## config.mk

```make
export PLATFORM = sky130hd
export DESIGN_NAME = acq_trigger_ctrl
export DESIGN_NICKNAME = d
export VERILOG_FILES = /design/src/rtl/acq_trig_pkg.sv /design/src/rtl/acq_trig_sync.sv /design/src/rtl/acq_trig_cfg.sv /design/src/rtl/acq_trig_settle_cnt.sv /design/src/rtl/acq_trigger_ctrl.sv
export SDC_FILE = /design/constraint.sdc
export NUM_CORES = 1
export LEC_CHECK = 0
export ABC_AREA = 1
export CAP_MARGIN = 20
export CORE_UTILIZATION = 54
export CTS_CLUSTER_SIZE = 40
export DETAILED_ROUTE_END_ITERATION = 10
export PLACE_DENSITY_LB_ADDON = 0.15
export SETUP_SLACK_MARGIN = 0.2
export SYNTH_ARGS = -nofsm -noshare
export SYNTH_HDL_FRONTEND = slang
export SYNTH_SLANG_ARGS = --single-unit
```

## constraint.sdc

```tcl
create_clock -name clk -period 2.4 [get_ports clk]
set_input_delay 0.48 -clock clk [delete_from_list [all_inputs] [get_ports clk]]
set_output_delay 0.48 -clock clk [all_outputs]
set_load 0.02 [all_outputs]
```

## src/rtl/acq_trig_pkg.sv

```systemverilog
package acq_trig_pkg;
  typedef enum logic [1:0] {
    ST_IDLE   = 2'd0,
    ST_ARMED  = 2'd1,
    ST_SETTLE = 2'd2,
    ST_RUN    = 2'd3
  } acq_state_e;

  localparam logic [1:0] MODE_POST  = 2'd2;
  localparam logic [1:0] MODE_DELAY = 2'd3;
  localparam int         CFG_W      = 5;
  localparam int         EXT_EN_BIT = 4;

  typedef struct packed {
    logic       ext_en;
    logic [1:0] mode;
  } trig_cfg_t;
endpackage

```

## src/rtl/acq_trig_sync.sv

```systemverilog
module acq_trig_sync #(
  parameter int STAGES = 2
) (
  input  logic clk,
  input  logic rst_n,
  input  logic async_in,
  output logic rise
);
  logic [STAGES-1:0] sr;
  logic              last;

  always_ff @(posedge clk) begin
    if (!rst_n) begin
      sr   <= '0;
      last <= 1'b0;
    end else begin
      sr   <= {sr[STAGES-2:0], async_in};
      last <= sr[STAGES-1];
    end
  end

  assign rise = sr[STAGES-1] & ~last;
endmodule

```

## src/rtl/acq_trig_cfg.sv

```systemverilog
module acq_trig_cfg
  import acq_trig_pkg::*;
(
  input  logic             clk,
  input  logic             rst_n,
  input  logic             we,
  input  logic [CFG_W-1:0] wdata,
  output trig_cfg_t        cfg
);
  always_ff @(posedge clk) begin
    if (!rst_n) begin
      cfg <= '0;
    end else if (we) begin
      cfg.mode   <= wdata[1:0];
      cfg.ext_en <= wdata[EXT_EN_BIT];
    end
  end
endmodule

```

## src/rtl/acq_trig_settle_cnt.sv

```systemverilog
module acq_trig_settle_cnt #(
  parameter int FILTER_TICKS = 36,
  parameter int DELAY_TICKS  = 72
) (
  input  logic clk,
  input  logic rst_n,
  input  logic load,
  input  logic use_delay,
  input  logic active,
  input  logic tick,
  output logic done
);
  localparam int MAX_T = (DELAY_TICKS > FILTER_TICKS) ? DELAY_TICKS : FILTER_TICKS;
  localparam int CNT_W = $clog2(MAX_T + 1);
  localparam logic [CNT_W-1:0] LAST_F = CNT_W'(FILTER_TICKS - 1);
  localparam logic [CNT_W-1:0] LAST_D = CNT_W'(DELAY_TICKS - 1);

  logic [CNT_W-1:0] cnt;
  logic [CNT_W-1:0] last_idx;

  always_ff @(posedge clk) begin
    if (!rst_n) begin
      cnt      <= '0;
      last_idx <= '0;
    end else if (load) begin
      cnt      <= '0;
      last_idx <= use_delay ? LAST_D : LAST_F;
    end else if (active && tick) begin
      cnt <= cnt + 1'b1;
    end
  end

  assign done = active && tick && (cnt == last_idx);
endmodule

```

## src/rtl/acq_trigger_ctrl.sv

```systemverilog
module acq_trigger_ctrl
  import acq_trig_pkg::*;
#(
  parameter int FILTER_TICKS = 36,
  parameter int DELAY_TICKS  = 72,
  parameter int SYNC_STAGES  = 2
) (
  input  logic             clk,
  input  logic             rst_n,
  input  logic             cfg_we,
  input  logic [CFG_W-1:0] cfg_wdata,
  input  logic             sw_start,
  input  logic             clr_strobe,
  input  logic             ext_trig,
  input  logic             sample_tick,
  output logic             acquiring,
  output logic             fifo_wr_en,
  output logic             fifo_flush
);
  trig_cfg_t  cfg;
  acq_state_e state, state_nx;
  logic       ext_rise, start_ev, mode_ok, load, settle_done;

  acq_trig_cfg u_cfg (
    .clk   (clk),
    .rst_n (rst_n),
    .we    (cfg_we),
    .wdata (cfg_wdata),
    .cfg   (cfg)
  );

  acq_trig_sync #(.STAGES(SYNC_STAGES)) u_sync (
    .clk      (clk),
    .rst_n    (rst_n),
    .async_in (ext_trig),
    .rise     (ext_rise)
  );

  acq_trig_settle_cnt #(
    .FILTER_TICKS (FILTER_TICKS),
    .DELAY_TICKS  (DELAY_TICKS)
  ) u_cnt (
    .clk       (clk),
    .rst_n     (rst_n),
    .load      (load),
    .use_delay (cfg.mode == MODE_DELAY),
    .active    (state == ST_SETTLE),
    .tick      (sample_tick),
    .done      (settle_done)
  );

  assign mode_ok  = (cfg.mode == MODE_POST) || (cfg.mode == MODE_DELAY);
  assign start_ev = cfg.ext_en ? ext_rise : sw_start;
  assign load     = (state == ST_ARMED) && mode_ok && start_ev && !clr_strobe;

  always_comb begin
    state_nx = state;
    unique case (state)
      ST_IDLE:   if (mode_ok) state_nx = ST_ARMED;
      ST_ARMED:  if (!mode_ok) state_nx = ST_IDLE;
                 else if (start_ev) state_nx = ST_SETTLE;
      ST_SETTLE: if (settle_done) state_nx = ST_RUN;
      ST_RUN:    state_nx = ST_RUN;
      default:   state_nx = ST_IDLE;
    endcase
    if (clr_strobe) state_nx = ST_IDLE;
  end

  always_ff @(posedge clk) begin
    if (!rst_n) begin
      state      <= ST_IDLE;
      fifo_flush <= 1'b0;
    end else begin
      state      <= state_nx;
      fifo_flush <= clr_strobe;
    end
  end

  assign acquiring  = (state == ST_RUN);
  assign fifo_wr_en = acquiring && sample_tick;
endmodule

```

# Word level (Yosys, flattened, before mapping)
# Cells that the tools add are included.
# totals
reg_bits	23
latchBits	0
ramBits	0
romBits	0
input_bits	12
output_inout_bits	3
word_cells	40
n_memories	0
# op_classes
n_addsub	1
n_mul	0
div_mod_pow	0
n_lt_le_gt_ge	0
eq_ne	9
n_shift	0
muxes	7
bitwise	3
n_reduce_logical	12
# op_table
operator	n
$eq 2x2->1 const B	4
$mux 2	4
$pmux 2 s4	1
$add 7x1->7 const B	1
$eq 7x7->1	1
$mux 7	1
$logic_and 1x1->1	6
$ne 2x2->1 const B	2
$reduce_or 2->1	2
$ne 3x3->1 const B	1
$reduce_and 3->1	1
$eq 2x1->1 const B	1
$logic_not 2->1	1
$not 1->1	2
$and 1x1->1	1
$logic_not 1->1	1
$logic_or 1x1->1	1
$mux 1	1

# Logic depth before layout (Yosys ltp)
# depth
ltp_word	6
ltp_mapped	8
depth_no_buf	8

# Cells and area by module
# A second synthesis with hierarchy kept.
# hier_totals
cells_unflattened	138
area_unflattened_um2	933.4
# by_module_without_submodules
mod	n_inst	cells_per_inst	area_each_um2	seq_area_each_um2
acq_trig_settle_cnt	1	73	536.8	200.2
acq_trigger_ctrl	1	36	187.7	60.1
acq_trig_cfg	1	18	116.4	60.1
acq_trig_sync	1	11	92.6	60.1

# Least setup slack after synthesis
# Ideal clock, no wire load.
# synth_timing
path_type	in2out
from	input sample_tick
to	output fifo_wr_en
t_arrival_ns	0.794
t_required_ns	1.920
slack_ns	1.126
path_stages	2
n_path_buf	0
path_cell_list	inv_1 -> nor2_1
# synth_between
elab_chain_len	1
# synth_rtl
element	line_no	source
start, declared	acq_trigger_ctrl.sv:15	input logic sample_tick,
$logic_and 1x1->1	acq_trigger_ctrl.sv:80	assign fifo_wr_en = acquiring && sample_tick;
end, declared	acq_trigger_ctrl.sv:17	output logic fifo_wr_en,
# No other way between the ends.

# Worst setup path in the final report
# layout_timing
from	register state[0]
to	output acquiring
# layout_between
elab_chain_len	1
# layout_rtl
element	line_no	source
start, declared	acq_trigger_ctrl.sv:21	acq_state_e state, state_nx;
start signal, assigned	acq_trigger_ctrl.sv:74	state <= state_nx;
$eq 2x2->1	acq_trigger_ctrl.sv:79	assign acquiring = (state == ST_RUN);
end, declared	acq_trigger_ctrl.sv:16	output logic acquiring,
# No other way between the ends.

==> reports/metrics.cfg <==
[outcome]
run_status = completed

[grt]
grt_pass1_wl_um = 2550
gr-total-overflow = 0
grt_max_degree = 11
antenna_found_initial = 0
grt_pass1_vias = 641
grt_use_total_pct = 19.6

[route]
drtIter0Drc = 7
viasPerCell = 4.86
drcViolationCount = 0
ant_nets = 0
vias = 738
wl_per_cell_um = 9.72
finalWirelength_um = 1480
first_pass_iters = 4

[power]
ir_drop_v = 0.000428
powerDensity_nw_per_um2 = 508
total_power_mw = 0.530
pwr-share-seq_pct = 61.6
p_sw_mw = 0.118
p_int_mw = 0.412
clockPowerShare_pct = 29.9
pwr-share-comb_pct = 8.5
switching_share_pct = 22.3
total_leakage_power_nw = 0.465

[floorplanning]
die_x_um = 42.0
core_area_sq_um = 1510
dieArea_sq_um = 1770
top_level_ports = 15
die_y_um = 42.0
initial_core_util_pct = 57.5
row_count = 14

[critical_path]
reg2reg_depth = 6
path_max_fanout = 4
critPathCaptureType = output pin
cp.arrival_ns = 1.46
startpoint_type = register
crit_start = state[0]
worst-setup-path-type = register to output pin
worstPathRequired_ns = 1.92
r2r-end = u_cnt.cnt[4]
endpoint = acquiring
r2r-start = u_cnt.cnt[0]
r2r_slack_ns = 1.13

[sta]
tns_ns = 0
hold_viol_final = 0
fin_skew_ns = 0.00575
finalCriticalPeriod_ns = 1.94
worst_slack_ns = 0.463
fin_crit_sh_pct = 80.7
fmax_mhz = 516
tightest_slew_ns = 0.224
rsz0062_at_grt = false
slew_headroom_pct = 85.0
setup_viol = 0
slew_violations = 0

[job]
cap_violations = 0

[clocking]
cts_setup_buffers = 0
clkTransAtPathRegs_ns = 0.10
numCtsBuffers = 3
cts_hold_buffers = 0
cts_tree = built
cts_resized = 0
clock_latency_ns = 0.30
cts_root_buf = clkbuf_4
cts_buffer_depth = 2
cts_max_level = 1
cts.sinks = 19

[min_path]
holdCritStartpoint = u_sync.sr[0]
min_path_type = register to register

[placement]
hpwlAfterDp_um = 1160
port_buffers = 12
globalplace.congestion = 0.749
dp_slack_ns = 0.239

[yosys]
ys_warn_count = 0
syn_area_per_cell_sq_um = 7.28
syn_inst = 119
syn_area_sq_um = 866
synth_fp_nets = 132
synth_cell_types = 20
seq_area_frac_synth_pct = 43.9
ys_ff_latch = 19

[layout]
drive_above_1_share_pct = 11.0
area_growth_pct = 20.7
layout.nets = 150
n_antenna_cell = 0

per-layer routing:
| layer | wire, um | part of all wire, % | vias to the layer above | global-route usage (%) |
|---|---|---|---|---|
| met5 | 0 | 0 | - | 0 |
| met4 | 44 | 3.0 | 0 | 13.1 |
| met3 | 66 | 4.5 | 5 | 3.88 |
| met2 | 663 | 45 | 16 | 31.9 |
| met1 | 704 | 48 | 320 | 23.3 |
| li1 | - | - | 397 | - |
cell usage in the layout (no fill, tap or decap):
| master | instances |
|---|---|
| a21oi_1 | 9 |
| buf_4 | 2 |
| clkbuf_1 | 1 |
| clkbuf_4 | 3 |
| clkdlybuf4s50_1 | 11 |
| dfxtp_1 | 19 |
| dlymetal6s2s_1 | 1 |
| ha_1 | 1 |
| inv_1 | 18 |
| inv_2 | 2 |
| nand2_1 | 25 |
| nand2_4 | 2 |
| nand3_1 | 5 |
| nand4_1 | 1 |
| nor2_1 | 18 |
| nor2_2 | 2 |
| nor2_4 | 2 |
| nor3_1 | 1 |
| nor3_2 | 1 |
| nor3b_1 | 1 |
| o21ai_0 | 5 |
| or2_2 | 1 |
| xnor2_1 | 1 |
| xor2_1 | 4 |
registers in the layout, summed over array words and instances, names as in the netlist:
register,count
state,2
u_cnt.cnt,7
u_sync.sr,2
u_sync.last,1
fifo_flush,1
u_cnt.last_idx,3
u_cfg.cfg,3
cells in the mapped netlist:
master,n,area [sq um]
a21oi_1,9,45.0
buf_2,1,5.00
dfxtp_1,19,380
ha_1,1,12.5
inv_1,18,67.6
inv_2,2,7.51
nand2_1,25,93.8
nand2_4,2,22.5
nand3_1,5,25.0
nand4_1,1,6.26
nor2_1,18,67.6
nor2_2,2,12.5
nor2_4,2,22.5
nor3_1,1,5.00
nor3_2,1,10.0
nor3b_1,1,7.51
o21ai_0,5,25.0
or2_2,1,6.26
xnor2_1,1,8.76
xor2_1,4,35.0
logic make-up after synthesis:
| group | Yosys count | synth area share [%] |
|---|---|---|
| xor+xnor | 5 | 5.06 |
| fa+ha+maj | 1 | 1.44 |
| simple gates | 59 | 32.2 |
| buf+inv | 21 | 9.25 |
| compound gates | 14 | 8.09 |
| flops | 19 | 43.9 |
power groups by stage:
stage	clock, mW	sequential, mW	combinational (mW)
3_5_place_dp	0	0.334	0.0456
6_report	0.159	0.327	0.0450
5_1_grt	0.177	0.328	0.0502
4_1_cts	0.167	0.327	0.0458
3_3_place_gp	0	0.334	0.0445
2_1_floorplan	0	0.334	0.0203
cell type report:
class / count / area (sq um)
Fill cell: 143 / 462
Multi-Input combinational cell: 79 / 405
Sequential cell: 19 / 380
Timing Repair Buffer: 14 / 138
Inverter: 20 / 75.1
Clock buffer: 4 / 26.3
Tap cell: 16 / 20.0
worst max-delay path, cell delays in order (launching register included):
cell	delay, ns
dfxtp_1	0.42
nand2_1	0.10
inv_1	0.05
clkdlybuf4s50_1	0.59
worst min path at each step:
stage | cells after the start | end
after floorplan | 2 | u_sync.sr[1]
after global placement | 2 | u_sync.sr[1]
after detailed placement | 2 | u_sync.sr[1]
after CTS | 2 | u_sync.sr[1]
after global routing | 2 | u_sync.sr[1]
final | 2 | u_sync.sr[1]
per-stage QoR:
| stage | cell area, sq um | hold slack, ns | instances | util (%) |
|---|---|---|---|---|
| finish | 1040 | 0.425 | 152 | 69.4 |
| global route | 1040 | 0.440 | 152 | 69.4 |
| CTS | 1040 | 0.432 | 152 | 69.2 |
| detailed placement | 1020 | 0.407 | 148 | 67.4 |
| global placement | 1020 | 0.409 | 148 | 67.4 |
| floorplan | 866 | 0.390 | 119 | - |
(Power assumes the default switching activity.)
